**src/rtl/tmr_pkg.sv**
```systemverilog
package tmr_pkg;
  localparam int NUM_CH         = 6;
  localparam int CNT_W          = 16;
  localparam int MODE_W         = 6;
  localparam int ADDR_W         = 4;
  localparam int NUM_SRC        = 4;
  localparam int ADDR_MODE_BASE = 6;
  localparam int ADDR_START_A   = 12;
  localparam int ADDR_START_B   = 13;
  localparam int START_BIT_LO   = 5;
  localparam int CH_PER_START   = 3;

  typedef enum logic [1:0] {
    OP_TIMER = 2'b00,
    OP_EVENT = 2'b01,
    OP_HOLD2 = 2'b10,
    OP_HOLD3 = 2'b11
  } op_mode_e;

  typedef enum logic [1:0] {
    EDGE_RISE  = 2'b00,
    EDGE_FALL  = 2'b01,
    EDGE_BOTH  = 2'b10,
    EDGE_BOTH2 = 2'b11
  } edge_sel_e;

  typedef struct packed {
    edge_sel_e  edge_sel;  // [5:4]
    logic [1:0] src_sel;   // [3:2]
    op_mode_e   op;        // [1:0]
  } mode_reg_t;
endpackage

```
**src/rtl/tmr_prescaler.sv**
```systemverilog
module tmr_prescaler #(
  parameter int SRC1_LOG2 = 3,
  parameter int SRC2_LOG2 = 5,
  parameter int SRC3_LOG2 = 7
) (
  input  logic       clk_i,
  input  logic       rst_ni,
  output logic [3:0] tick_o
);
  localparam int PRE_W = (SRC3_LOG2 > SRC2_LOG2) ?
                         ((SRC3_LOG2 > SRC1_LOG2) ? SRC3_LOG2 : SRC1_LOG2) :
                         ((SRC2_LOG2 > SRC1_LOG2) ? SRC2_LOG2 : SRC1_LOG2);
  localparam int LOG2_TAB [4] = '{0, SRC1_LOG2, SRC2_LOG2, SRC3_LOG2};

  logic [PRE_W-1:0] pre_q;

  always_ff @(posedge clk_i or negedge rst_ni) begin
    if (!rst_ni) pre_q <= '0;
    else         pre_q <= pre_q + 1'b1;
  end

  assign tick_o[0] = 1'b1;
  for (genvar k = 1; k < 4; k++) begin : g_tick
    assign tick_o[k] = (pre_q[LOG2_TAB[k]-1:0] == '0);
  end
endmodule

```
**src/rtl/tmr_evt_edge.sv**
```systemverilog
module tmr_evt_edge #(
  parameter int N = 6
) (
  input  logic         clk_i,
  input  logic         rst_ni,
  input  logic [N-1:0] evt_i,
  output logic [N-1:0] rise_o,
  output logic [N-1:0] fall_o
);
  logic [N-1:0] s1_q, s2_q, prev_q;

  always_ff @(posedge clk_i or negedge rst_ni) begin
    if (!rst_ni) begin
      s1_q   <= '0;
      s2_q   <= '0;
      prev_q <= '0;
    end else begin
      s1_q   <= evt_i;
      s2_q   <= s1_q;
      prev_q <= s2_q;
    end
  end

  assign rise_o = s2_q & ~prev_q;
  assign fall_o = ~s2_q & prev_q;
endmodule

```
**src/rtl/tmr_channel.sv**
```systemverilog
module tmr_channel
  import tmr_pkg::*;
(
  input  logic              clk_i,
  input  logic              rst_ni,
  input  logic [NUM_SRC-1:0] src_tick_i,
  input  logic              evt_rise_i,
  input  logic              evt_fall_i,
  input  logic              cnt_we_i,
  input  logic [CNT_W-1:0]  cnt_wdata_i,
  input  logic              mode_we_i,
  input  logic [MODE_W-1:0] mode_wdata_i,
  input  logic              start_we_i,
  input  logic              start_i,
  output logic              run_o,
  output logic [CNT_W-1:0]  cnt_o,
  output logic [MODE_W-1:0] mode_o,
  output logic              reload_now_o,
  output logic              uf_o
);
  mode_reg_t        mode_q;
  logic             run_q, uf_q;
  logic [CNT_W-1:0] cnt_q, rel_q;
  logic             edge_hit, tick;

  always_comb begin
    unique case (mode_q.edge_sel)
      EDGE_RISE: edge_hit = evt_rise_i;
      EDGE_FALL: edge_hit = evt_fall_i;
      default:   edge_hit = evt_rise_i | evt_fall_i;
    endcase
  end

  always_comb begin
    tick = 1'b0;
    if (run_q) begin
      unique case (mode_q.op)
        OP_TIMER: tick = src_tick_i[mode_q.src_sel];
        OP_EVENT: tick = edge_hit;
        default:  tick = 1'b0;
      endcase
    end
  end

  assign reload_now_o = tick && (cnt_q == '0);

  always_ff @(posedge clk_i or negedge rst_ni) begin
    if (!rst_ni) begin
      mode_q <= '0;
      run_q  <= 1'b0;
      cnt_q  <= '0;
      rel_q  <= '0;
      uf_q   <= 1'b0;
    end else begin
      uf_q <= reload_now_o;
      if (mode_we_i && !run_q) mode_q <= mode_reg_t'(mode_wdata_i);
      if (cnt_we_i) rel_q <= cnt_wdata_i;
      if (start_we_i) run_q <= start_i;
      if (start_we_i && start_i && !run_q)  cnt_q <= rel_q;
      else if (cnt_we_i && !run_q)          cnt_q <= cnt_wdata_i;
      else if (reload_now_o)                cnt_q <= rel_q;
      else if (tick)                        cnt_q <= cnt_q - 1'b1;
    end
  end

  assign run_o  = run_q;
  assign cnt_o  = cnt_q;
  assign mode_o = mode_q;
  assign uf_o   = uf_q;

  AST_MODE_LOCKED: assert property (@(posedge clk_i) disable iff (!rst_ni)
    (run_q && $past(run_q)) |-> $stable(mode_q));
  AST_UF_AFTER_ZERO: assert property (@(posedge clk_i) disable iff (!rst_ni)
    uf_q |-> ($past(cnt_q) == '0 && $past(run_q)));
  AST_START_LOADS: assert property (@(posedge clk_i) disable iff (!rst_ni)
    $rose(run_q) |-> (cnt_q == $past(rel_q)));
  AST_STOPPED_HOLDS: assert property (@(posedge clk_i) disable iff (!rst_ni)
    (!run_q && !$past(run_q) && !$past(cnt_we_i)) |-> $stable(cnt_q));
endmodule

```
**src/rtl/tmr_bank.sv**
```systemverilog
module tmr_bank
  import tmr_pkg::*;
#(
  parameter int SRC1_LOG2 = 3,
  parameter int SRC2_LOG2 = 5,
  parameter int SRC3_LOG2 = 7
) (
  input  logic              clk_i,
  input  logic              rst_ni,
  input  logic              bus_we_i,
  input  logic              bus_re_i,
  input  logic [ADDR_W-1:0] bus_addr_i,
  input  logic [CNT_W-1:0]  bus_wdata_i,
  output logic [CNT_W-1:0]  bus_rdata_o,
  input  logic [NUM_CH-1:0] evt_i,
  output logic [NUM_CH-1:0] uf_o
);
  logic [NUM_SRC-1:0] src_tick;
  logic [NUM_CH-1:0]  rise, fall, run, reload_now;
  logic [NUM_CH-1:0]  cnt_we, mode_we, start_we, start_bit;
  logic [CNT_W-1:0]   cnt  [NUM_CH];
  logic [MODE_W-1:0]  mode [NUM_CH];
  logic [CNT_W-1:0]   rd_val, rdata_q;

  tmr_prescaler #(
    .SRC1_LOG2(SRC1_LOG2), .SRC2_LOG2(SRC2_LOG2), .SRC3_LOG2(SRC3_LOG2)
  ) u_pre (
    .clk_i(clk_i), .rst_ni(rst_ni), .tick_o(src_tick)
  );

  tmr_evt_edge #(.N(NUM_CH)) u_evt (
    .clk_i(clk_i), .rst_ni(rst_ni), .evt_i(evt_i), .rise_o(rise), .fall_o(fall)
  );

  for (genvar i = 0; i < NUM_CH; i++) begin : g_ch
    localparam int START_ADDR = (i < CH_PER_START) ? ADDR_START_A : ADDR_START_B;
    localparam int START_POS  = START_BIT_LO + (i % CH_PER_START);

    assign cnt_we[i]    = bus_we_i && (bus_addr_i == ADDR_W'(i));
    assign mode_we[i]   = bus_we_i && (bus_addr_i == ADDR_W'(ADDR_MODE_BASE + i));
    assign start_we[i]  = bus_we_i && (bus_addr_i == ADDR_W'(START_ADDR));
    assign start_bit[i] = bus_wdata_i[START_POS];

    tmr_channel u_ch (
      .clk_i(clk_i), .rst_ni(rst_ni),
      .src_tick_i(src_tick),
      .evt_rise_i(rise[i]), .evt_fall_i(fall[i]),
      .cnt_we_i(cnt_we[i]), .cnt_wdata_i(bus_wdata_i),
      .mode_we_i(mode_we[i]), .mode_wdata_i(bus_wdata_i[MODE_W-1:0]),
      .start_we_i(start_we[i]), .start_i(start_bit[i]),
      .run_o(run[i]), .cnt_o(cnt[i]), .mode_o(mode[i]),
      .reload_now_o(reload_now[i]), .uf_o(uf_o[i])
    );
  end

  always_comb begin
    rd_val = '0;
    for (int i = 0; i < NUM_CH; i++) begin
      if (bus_addr_i == ADDR_W'(i))
        rd_val = reload_now[i] ? '1 : cnt[i];
      if (bus_addr_i == ADDR_W'(ADDR_MODE_BASE + i))
        rd_val = CNT_W'(mode[i]);
    end
    if (bus_addr_i == ADDR_W'(ADDR_START_A))
      rd_val[START_BIT_LO +: CH_PER_START] = run[CH_PER_START-1:0];
    if (bus_addr_i == ADDR_W'(ADDR_START_B))
      rd_val[START_BIT_LO +: CH_PER_START] = run[NUM_CH-1:CH_PER_START];
  end

  always_ff @(posedge clk_i or negedge rst_ni) begin
    if (!rst_ni)       rdata_q <= '0;
    else if (bus_re_i) rdata_q <= rd_val;
  end

  assign bus_rdata_o = rdata_q;

  AST_RELOAD_READ_ONES: assert property (@(posedge clk_i) disable iff (!rst_ni)
    (bus_re_i && bus_addr_i < ADDR_W'(NUM_CH) && (|(reload_now & (NUM_CH'(1) << bus_addr_i))))
    |=> (bus_rdata_o == '1));
  AST_RUN_NEEDS_START_WRITE: assert property (@(posedge clk_i) disable iff (!rst_ni)
    ((run != $past(run)) |-> $past(bus_we_i)));
endmodule

```
**config.mk**
```make
export PLATFORM = sky130hd
export DESIGN_NAME = tmr_bank
export DESIGN_NICKNAME = d
export VERILOG_FILES = /design/src/rtl/tmr_pkg.sv /design/src/rtl/tmr_prescaler.sv /design/src/rtl/tmr_evt_edge.sv /design/src/rtl/tmr_channel.sv /design/src/rtl/tmr_bank.sv
export SDC_FILE = /design/constraint.sdc
export NUM_CORES = 1
export LEC_CHECK = 0
export BUFFER_PORTS_ARGS = -buffer_cell sky130_fd_sc_hd__clkbuf_2
export CORE_MARGIN = 4
export CORE_UTILIZATION = 45
export CTS_CLUSTER_DIAMETER = 40
export DETAILED_ROUTE_END_ITERATION = 16
export GPL_TIMING_DRIVEN = 0
export SYNTH_ARGS = -nofsm -noshare
export SYNTH_HDL_FRONTEND = slang
export SYNTH_HIERARCHICAL = 1
export SYNTH_SLANG_ARGS = --single-unit
```
**constraint.sdc**
```tcl
create_clock -name clk_i -period 8.2 [get_ports clk_i]
set_input_delay 1.64 -clock clk_i [delete_from_list [all_inputs] [get_ports clk_i]]
set_output_delay 1.64 -clock clk_i [all_outputs]
set_load 0.01 [all_outputs]
```
; Yosys cells after proc, flatten, opt, wreduce, memory -nomap -nowiden
; Cells that the tools add are included.
[word_totals]
regBits = 281
latch_bits = 0
ram_bits = 0
rom_bits = 0
inputBits = 30
output_inout_bits = 22
elab_cells = 247
memories = 0
[classes]
addsub = 7
n_mul = 0
n_div = 0
order_cmp = 6
n_eq_ne = 25
shift = 0
mux = 74
n_bitwise = 10
reduce_logical = 78
[op_table]
columns = operator, n
row1 = 16-bit 2-to-1 mux, 42
row2 = 16-bit zero test, 6
row3 = 16-bit by 1-bit subtractor with 16-bit output (second input constant), 6
row4 = 1-bit logical AND, 44
row5 = 2-bit by 1-bit equality test with 1-bit output (second input constant), 12
row6 = 4-bit equality test (second input constant), 6
row7 = 2-bit zero test, 12
row8 = 1-bit one-hot mux with 2 select lines, 12
row9 = 4-bit nonzero test, 6
row10 = 2-bit by 3-bit less-than comparator with 1-bit output (second input constant), 6
row11 = 4-bit by 3-bit equality test with 1-bit output (second input constant), 4
row12 = 6-bit bitwise AND, 2
row13 = 1-bit binary-select mux with 2-bit select, 6
row14 = 1-bit 2-to-1 mux, 12
row15 = 6-bit NOT, 2
row16 = 4-bit by 2-bit equality test with 1-bit output (second input constant), 2
row17 = 7-bit by 1-bit adder with 7-bit output (second input constant), 1
row18 = 7-bit zero test, 1
row19 = 1-bit zero test, 6
row20 = 3-bit 2-to-1 mux, 2
row21 = 1-bit OR, 6
row22 = 5-bit zero test, 1
row23 = 4-bit by 1-bit equality test with 1-bit output (second input constant), 1
row24 = 4-bit zero test, 1
row25 = 3-bit zero test, 1

; Logic depth before layout (Yosys ltp)
; Gate-level depths: netlist (run 1).
[depth]
word_depth = 22
depth_mapped = 17
depth_no_buf = 14

; Cells and area by module
; The synthesis (run 1) kept the hierarchy.
[by_module_without_submodules]
columns = mod, instances, cells_per_inst, area_per_inst_um2, seq_area_each_um2
row1 = tmr_channel (g_ch[1].u_ch ...), 5, 250, 2416.1, 1001.0
row2 = tmr_channel (g_ch[0].u_ch), 1, 226, 2331.0, 1001.0
row3 = tmr_bank, 1, 323, 2290.9, 400.4
row4 = tmr_evt_edge, 1, 30, 555.5, 450.4
row5 = tmr_prescaler, 1, 25, 321.6, 175.2

; Worst setup path before layout (run 1)
; No wires, ideal clock.
[synth_timing]
kind = input to register
from = in bus_addr_i[2]
to = reg g_ch[1].u_ch.cnt_q[4]
setup_time_ns = 0.095
arrival_time_ns = 3.764
t_required_ns = 8.105
setup_slack_ns = 4.340
cell_stages = 10
n_path_buf = 4
cell_sequence = buf_6 > buf_2 > buf_2 > or3_1 > nor2_1 > nor2b_1 > clkbuf_1 > nand2_1 > a21o_1 > o31ai_1
[synth_between]
elab_chain_cells = 5
word_cells_on_any_way = 10
cone_classes = 2 x eq/ne / 2 x mux / 6 x reduce/logical
[synth_rtl]
columns = element, line_no
row1 = start: declaration, tmr_bank.sv:12  ; input logic [ADDR_W-1:0] bus_addr_i,
row2 = 4-bit by 1-bit equality test with 1-bit output *, tmr_bank.sv:39  ; assign cnt_we[i] = bus_we_i && (bus_addr_i == ADDR_W'(i));
row3 = 1-bit logical AND *, tmr_bank.sv:39
row4 = named net cnt_we[1], tmr_bank.sv:20  ; logic [NUM_CH-1:0] cnt_we, mode_we, start_we, start_bit;
row5 = 1-bit logical AND *, tmr_channel.sv:60  ; else if (cnt_we_i && !run_q) cnt_q <= cnt_wdata_i;
row6 = 16-bit 2-to-1 mux, tmr_channel.sv:60
row7 = 16-bit 2-to-1 mux, tmr_channel.sv:59  ; if (start_we_i && start_i && !run_q) cnt_q <= rel_q;
row8 = end signal: assignment, tmr_channel.sv:59
row9 = end signal: assignment, tmr_channel.sv:60
row10 = end signal: assignment, tmr_channel.sv:61  ; else if (reload_now_o) cnt_q <= rel_q;
row11 = end: declaration, tmr_channel.sv:23  ; logic [CNT_W-1:0] cnt_q, rel_q;
; The timed path passes the listed nets; every way through them passes the cells marked *.
; A chain may end at the register's enable or synchronous reset.

; Worst setup path in the final report (run 1)
[layout_timing]
from = reg u_pre.pre_q[0]
to = reg rdata_q[15], in the netlist bus_rdata_o[15]
[layout_between]
elab_chain_cells = 19
word_cells_on_any_way = 51
cone_classes = 42 x mux / 9 x reduce/logical
[layout_rtl]
columns = element, line_no
row1 = start: declaration, tmr_prescaler.sv:15  ; logic [PRE_W-1:0] pre_q;
row2 = start signal: assignment, tmr_prescaler.sv:19  ; else pre_q <= pre_q + 1'b1;
row3 = 3-bit zero test, tmr_prescaler.sv:24  ; assign tick_o[k] = (pre_q[LOG2_TAB[k]-1:0] == '0);
row4 = named net src_tick[1], tmr_bank.sv:18  ; logic [NUM_SRC-1:0] src_tick;
row5 = 1-bit binary-select mux with 2-bit select, tmr_channel.sv:38  ; OP_TIMER: tick = src_tick_i[mode_q.src_sel];
row6 = 1-bit 2-to-1 mux (not written as such), tmr_channel.sv:38
row7 = 1-bit one-hot mux with 2 select lines, tmr_channel.sv:37  ; unique case (mode_q.op)
row8 = 1-bit 2-to-1 mux, tmr_channel.sv:36  ; if (run_q) begin
row9 = 1-bit logical AND, tmr_channel.sv:45  ; assign reload_now_o = tick && (cnt_q == '0);
row10 = named net reload_now[0], tmr_bank.sv:19  ; logic [NUM_CH-1:0] rise, fall, run, reload_now;
row11 = [... 5 more ...], n/a
row12 = 16-bit 2-to-1 mux, tmr_bank.sv:59  ; if (bus_addr_i == ADDR_W'(i))
row13 = 16-bit 2-to-1 mux, tmr_bank.sv:61  ; if (bus_addr_i == ADDR_W'(ADDR_MODE_BASE + i))
row14 = 16-bit 2-to-1 mux, tmr_bank.sv:59
row15 = 16-bit 2-to-1 mux, tmr_bank.sv:61
row16 = 16-bit 2-to-1 mux, tmr_bank.sv:59
row17 = 16-bit 2-to-1 mux, tmr_bank.sv:61
row18 = 16-bit 2-to-1 mux, tmr_bank.sv:59
row19 = 16-bit 2-to-1 mux, tmr_bank.sv:61
row20 = end signal: assignment, tmr_bank.sv:72  ; else if (bus_re_i) rdata_q <= rd_val;
row21 = end: declaration, tmr_bank.sv:23  ; logic [CNT_W-1:0] rd_val, rdata_q;
; The timed path passes the listed nets, and every way through them passes these cells. The select of a mux whose other input is x is not followed.

==> results of run 1 <==
==> kinds of logic after synthesis <==
kind of cell    Yosys count  synth area share
other cells               1          0.000213
xor+xnor                 78            0.0389
compound gates          574             0.218
flops                   281             0.400
buf+inv                 179            0.0507
mux                     135            0.0850
fa+ha+maj                14           0.00996
simple gates            592             0.198
==> final timing paths <==
path | start | end | cells after the start
hold reg to reg | u_evt/s1_q[2] | u_evt/s2_q[2] | 0
max in group asynchronous | rst_ni | g_ch[1].u_ch/cnt_o[4] | 3
setup reg to reg | u_pre/pre_q[0] | bus_rdata_o[15] | 16
min in group asynchronous | rst_ni | g_ch[2].u_ch/uf_o | 1
setup / recovery | u_pre/pre_q[0] | bus_rdata_o[15] | 16
hold / removal | u_evt/s1_q[2] | u_evt/s2_q[2] | 0
==> registers in the layout, indices dropped and copies added (netlist names) <==
| name | flops |
|---|---|
| g_ch.u_ch/rel_q | 96 |
| u_pre/pre_q | 7 |
| g_ch.u_ch/mode_o | 36 |
| u_evt/prev_q | 6 |
| u_evt/s1_q | 6 |
| u_evt/s2_q | 6 |
| g_ch.u_ch/cnt_o | 96 |
| g_ch.u_ch/uf_o | 6 |
| bus_rdata_o | 16 |
| g_ch.u_ch/run_o | 6 |
==> cells in the mapped netlist (12+ instances only) <==
master | instances | area share
nand2b_1 | 35 | 0.012
o21ai_1 | 43 | 0.012
clkbuf_1 | 60 | 0.013
a41oi_1 | 15 | 0.0075
buf_6 | 16 | 0.010
a21o_1 | 16 | 0.0068
nor3_1 | 53 | 0.015
dfrtp_1 | 281 | 0.40
o31ai_1 | 25 | 0.011
a21oi_1 | 54 | 0.015
o221ai_1 | 13 | 0.0065
buf_4 | 13 | 0.0056
o21a_1 | 13 | 0.0056
mux2i_1 | 21 | 0.012
o22ai_1 | 57 | 0.020
xnor2_1 | 33 | 0.016
a211oi_1 | 14 | 0.0060
or4_1 | 17 | 0.0073
nor2b_1 | 27 | 0.0096
a31oi_1 | 67 | 0.024
xor2_1 | 45 | 0.022
ha_1 | 14 | 0.010
nor4_1 | 25 | 0.0089
nand3_1 | 79 | 0.022
nand4_1 | 20 | 0.0071
buf_2 | 20 | 0.0057
a22oi_1 | 32 | 0.014
nor2_1 | 116 | 0.025
and2b_2 | 13 | 0.0065
nor3b_1 | 12 | 0.0051
nand2_1 | 108 | 0.023
o21ai_0 | 130 | 0.037
inv_1 | 57 | 0.012
mux2_2 | 114 | 0.073
==> layout make-up <==
cell class,instances,area [sq um]
clock buffers,67,1500
multi-input cells,1394,9660
clock inverters,31,330
inverters,63,262
fillers,3548,18200
diodes,2,5.00
plain buffers,116,629
well taps,518,648
flip-flops and latches,281,7030
repair buffers,53,342
==> power by group through the flow <==
stage / registers, mW / logic [mW] / clock network [mW]
after global placement: 2.42 / 1.52 / 0
after global routing: 2.47 / 1.75 / 2.33
final: 2.42 / 1.60 / 2.23
after CTS: 2.41 / 1.57 / 2.27
after detailed placement: 2.43 / 1.57 / 0
after floorplan: 2.17 / 1.18 / 0
==> metrics by stage <==
stage / hold WS (ps) / TNS, ps / area (sq um) / total power [mW] / std cells
after floorplan: 331 / 0 / 17600 / 3.35 / 1854
after global placement: 332 / -185760 / 18500 / 3.95 / 2422
after detailed placement: 336 / 0 / 18600 / 3.99 / 2425
after CTS: 346 / 0 / 20400 / 6.25 / 2523
after global routing: 353 / 0 / 20400 / 6.56 / 2523
final: 343 / 0 / 20400 / 6.26 / 2525
==> routing by layer <==
layer	up-vias	track usage	wire, um
met5	-	0	13
met4	2	0.125	2630
met3	146	0.0441	5530
met2	810	0.476	29800
met1	8084	0.435	27800
li1	7240	-	-
==> worst max-delay path: cells and delay by family, from the launching register on <==
kind                       cells  cell delay (ps)
and+or+nand+nor                4             2680
AOI/OAI and AO/OA              4             1300
buffers and inverters          5              980
muxes                          2              500
DFF                            1              390
adders and majority gates      1              140
==> flow_metrics.tcl, run 1 <==
set metrics [dict create \
    clock-root-buffer "clkbuf_16" \
    cts.sinks 281 \
    cap_viol_max_count 0 \
    drt_first_iter_violations 1721 \
    fin_nets 2008 \
    cts_setup_buffers 0 \
    worst-endpoint-arrival_ps 6590 \
    cts_resized 0 \
    cts-hold-fix-buffers 0 \
    die_x_um 206 \
    place_congestion 1.04 \
    worstSkewPairLatency_ps 590 \
    switching_share 0.373 \
    post_drt_wl_per_cell_um 26.0 \
    cpMaxStageDelayCell "nor3b_2" \
    die_area_sq_um 42300 \
    dp_hpwl_um 45700 \
    fin_ws_ps 2140 \
    cpPeakStageDelay_ps 940 \
    ff2ff_setup_slack_ps 2140 \
    finalCritPeriodShare 0.739 \
    slew_headroom 0.232 \
    drive_gt1_frac 0.193 \
    synthesis.nets 1898 \
    ys_async_sr_fraction 1.00 \
    utilization 0.528 \
    avgSynthCellArea_sq_um 9.48 \
    track_usage 0.308 \
    status "finished, final reports clean" \
    cts_tree "done" \
    crit_required_ps 8730 \
    hold_viol_final 0 \
    vias_per_cell 6.45 \
    gr-total-overflow 0 \
    drtPass1Iterations 6 \
    setup_viol 0 \
    intPower_mw 3.93 \
    tightest_slew_ps 1150 \
    start_util 0.455 \
    synth.distinct_cells 96 \
    end_kind "flop" \
    grt_pass1_wl_um 99100 \
    vias 16300 \
    io_pins 52 \
    drc 0 \
    critPathLaunchType "flop" \
    grt_pass1_vias 15700 \
    p_switching_mw 2.33 \
    peakVddDrop_mv 0.186 \
    pwr_density_cell_nw_per_um2 307 \
    clock.fmax_ghz 0.165 \
    ys_warn_count 6 \
    min_period_ps 6060 \
    power_frac_seq 0.387 \
    ys_seq_elements 281 \
    p_leak_nw 8.10 \
    synth_edf_count 0 \
    crit_chain "inv_1 > ha_1 > nor2b_2 > nor3b_2 > nor3b_2 > mux2i_1 > a2111oi_4 > nand4_4 > buf_6 > buf_6 > inv_1 > clkbuf_1 > o21ai_0 > o21a_1 > a31oi_1 > mux2_2" \
    seq_area_frac_synth 0.400 \
    min_path_type "reg -> reg" \
    maxSlewViolCount 0 \
    rsz0062_at_grt "no" \
    die_h_um 206 \
    core-area_sq_um 38600 \
    clkPwrFrac 0.357 \
    numCtsBuffers 55 \
    fin_skew_ps 12.7 \
    yosys_most_used_dff "dfrtp_1" \
    combPwrFrac 0.256 \
    final_common_cell "dfrtp_1" \
    synth_area_sq_um 17600 \
    htree_num_levels 2 \
    rows 72 \
    clock_path_buffers 3 \
    dp_slack_ps 2330 \
    antenna_found_initial 1 \
    final_cell_mix "dfrtp_1, o21ai_0, nor2_1, mux2_2, nand2_1" \
    area_delta_synth_final_pct 16.1 \
    clkTransAtPathRegs_ps 50 \
    portBuffers 50 \
    ant_nets 0 \
    worstSetupPathType "reg -> reg" \
    crit_path_max_fanout 10 \
    grt_max_degree 109 \
    synth_cells 1854 \
    wirelength_um 65800 \
]
Note: power is estimated with default switching activity, not from simulation.
==> run 2: changes to the inputs <==
- clock period: 8.2 -> 5.6 ns (I/O delays scaled with it)
==> run 2 against run 1 <==
Non-clock buffer count stayed put. Total power up 46%. Wire length decreased by 0.10%. Sequential power increased by 47%.
==> flow_metrics.tcl, run 2 (synthesis gave the netlist of run 1 again) <==
set metrics [dict create \
    peakVddDrop_mv 0.273 \
    drt_first_iter_violations 1819 \
    final_common_cell "dfrtp_1" \
    cap_viol_max_count 0 \
    io_pins 52 \
    worst_r2r_path_depth 16 \
    post_drt_wl_per_cell_um 26.0 \
    p_leak_nw 8.10 \
    vias 16300 \
    setup_viol 0 \
    rsz0062_at_grt "no" \
    tightest_slew_ps 1150 \
    crit_path_max_fanout 10 \
    cts_setup_buffers 0 \
    fin_skew_ps 12.9 \
    cts.sinks 281 \
    hold_viol_final 0 \
    end_kind "flop" \
    globalRoute.busiestLayer "met2" \
    worstSetupPathType "reg -> reg" \
    min_path_type "in -> async" \
    final_cell_mix "dfrtp_1, o21ai_0, nor2_1, mux2_2, nand2_1" \
    min_period_ps 5300 \
    maxSlewViolCount 0 \
    finalCritPeriodShare 0.947 \
    pwr_density_cell_nw_per_um2 448 \
    clock-root-buffer "clkbuf_16" \
    cts_resized 2 \
    die_x_um 206 \
    fin_nets 2008 \
    finalPower_mw 9.16 \
    slew_headroom 0.229 \
    htree_num_levels 2 \
    ant_nets 0 \
    cts_tree "done" \
    die_h_um 206 \
    portBuffers 50 \
    crit_required_ps 6120 \
    use_met3 0.0441 \
    gr-total-overflow 0 \
    grt_max_degree 109 \
    start_util 0.455 \
    clock_path_buffers 3 \
    final_cells 2524 \
    grt_util_met2 0.476 \
    dp_hpwl_um 45700 \
    clock.fmax_ghz 0.189 \
    antenna_found_initial 1 \
    grt_pass1_vias 15700 \
    met1_usage 0.435 \
    place_congestion 1.04 \
    drtPass1Iterations 6 \
    critPathLaunchType "flop" \
    drc 0 \
    worstSkewPairLatency_ps 590 \
    area_delta_synth_final_pct 16.2 \
    die_area_sq_um 42300 \
    rows 72 \
    fillers 3549 \
    core-area_sq_um 38600 \
    cts-hold-fix-buffers 0 \
    track_usage 0.308 \
    worst-endpoint-arrival_ps 5830 \
    drive_gt1_frac 0.193 \
    dp.cells 2425 \
    numCtsBuffers 55 \
    status "finished, final reports clean" \
    grt_pass1_wl_um 99100 \
    clkTransAtPathRegs_ps 50 \
    wirelength_um 65700 \
    vias_per_cell 6.44 \
]
## run 2: cell count changes in the layout (fill, tap and decap cells not counted)
cell and delta:
nor3b_4 +2, nor3b_2 -2, diode_2 -1, nor2b_4 +1, nor2b_2 -1
## run 2: cell type report
class / count / area (sq um) / area share
multi-input cells: 1394 / 9670 / 0.474
inverters: 63 / 262 / 0.0128
diodes: 1 / 2.50 / 0.000123
flip-flops and latches: 281 / 7030 / 0.344
clock inverters: 31 / 330 / 0.0162
clock buffers: 67 / 1500 / 0.0736
well taps: 518 / 648 / 0.0317
repair buffers: 53 / 342 / 0.0167
plain buffers: 116 / 629 / 0.0308
## run 2: where the power goes
part | internal, mW | switching, mW
clock network | 2.10 | 1.17
logic | 1.06 | 1.28
registers | 2.59 | 0.956
total | 5.75 | 3.41
## run 2: worst max-delay path, stage by stage, from the launching register on
cell and delay [ps]:
dfrtp_1 390, inv_1 80, ha_1 150, nor2b_4 400
nor3b_4 630, nor3b_4 670, mux2i_1 230, a2111oi_4 540
nand4_4 230, buf_6 220, buf_6 140, inv_1 240
clkbuf_1 320, o21ai_0 210, o21a_1 150, a31oi_1 390
mux2_2 240
## run 2: path summary, 6_finish.rpt
check,slack (ps),end,from
setup reg to reg,300,bus_rdata_o[15],u_pre/pre_q[0]
hold reg to reg,340,u_evt/s2_q[2],u_evt/s1_q[2]
max in group asynchronous,4050,g_ch[1].u_ch/cnt_o[4],rst_ni
hold / removal,330,g_ch[2].u_ch/uf_o,rst_ni
setup / recovery,300,bus_rdata_o[15],u_pre/pre_q[0]
min in group clk_i,340,u_evt/s2_q[2],u_evt/s1_q[2]
## run 2: metrics by stage
step           utilization  worst slack, ps  cell area, sq um  hold slack [ps]  setup TNS (ps)
2_1_floorplan            -             2160             17600              331               0
5_1_grt              0.528             53.2             20400              313               0
3_3_place_gp         0.478            -2770             18500              332         -770770
3_5_place_dp         0.480             -268             18600              336           -1020
4_1_cts              0.528              143             20400              298               0
6_report             0.528              298             20400              329               0
## run 2: layer usage
metal / share of wire / vias up
met5: 0.00020 / -
met4: 0.041 / 2
met3: 0.076 / 165
met2: 0.45 / 778
met1: 0.43 / 8088
li1: - / 7233
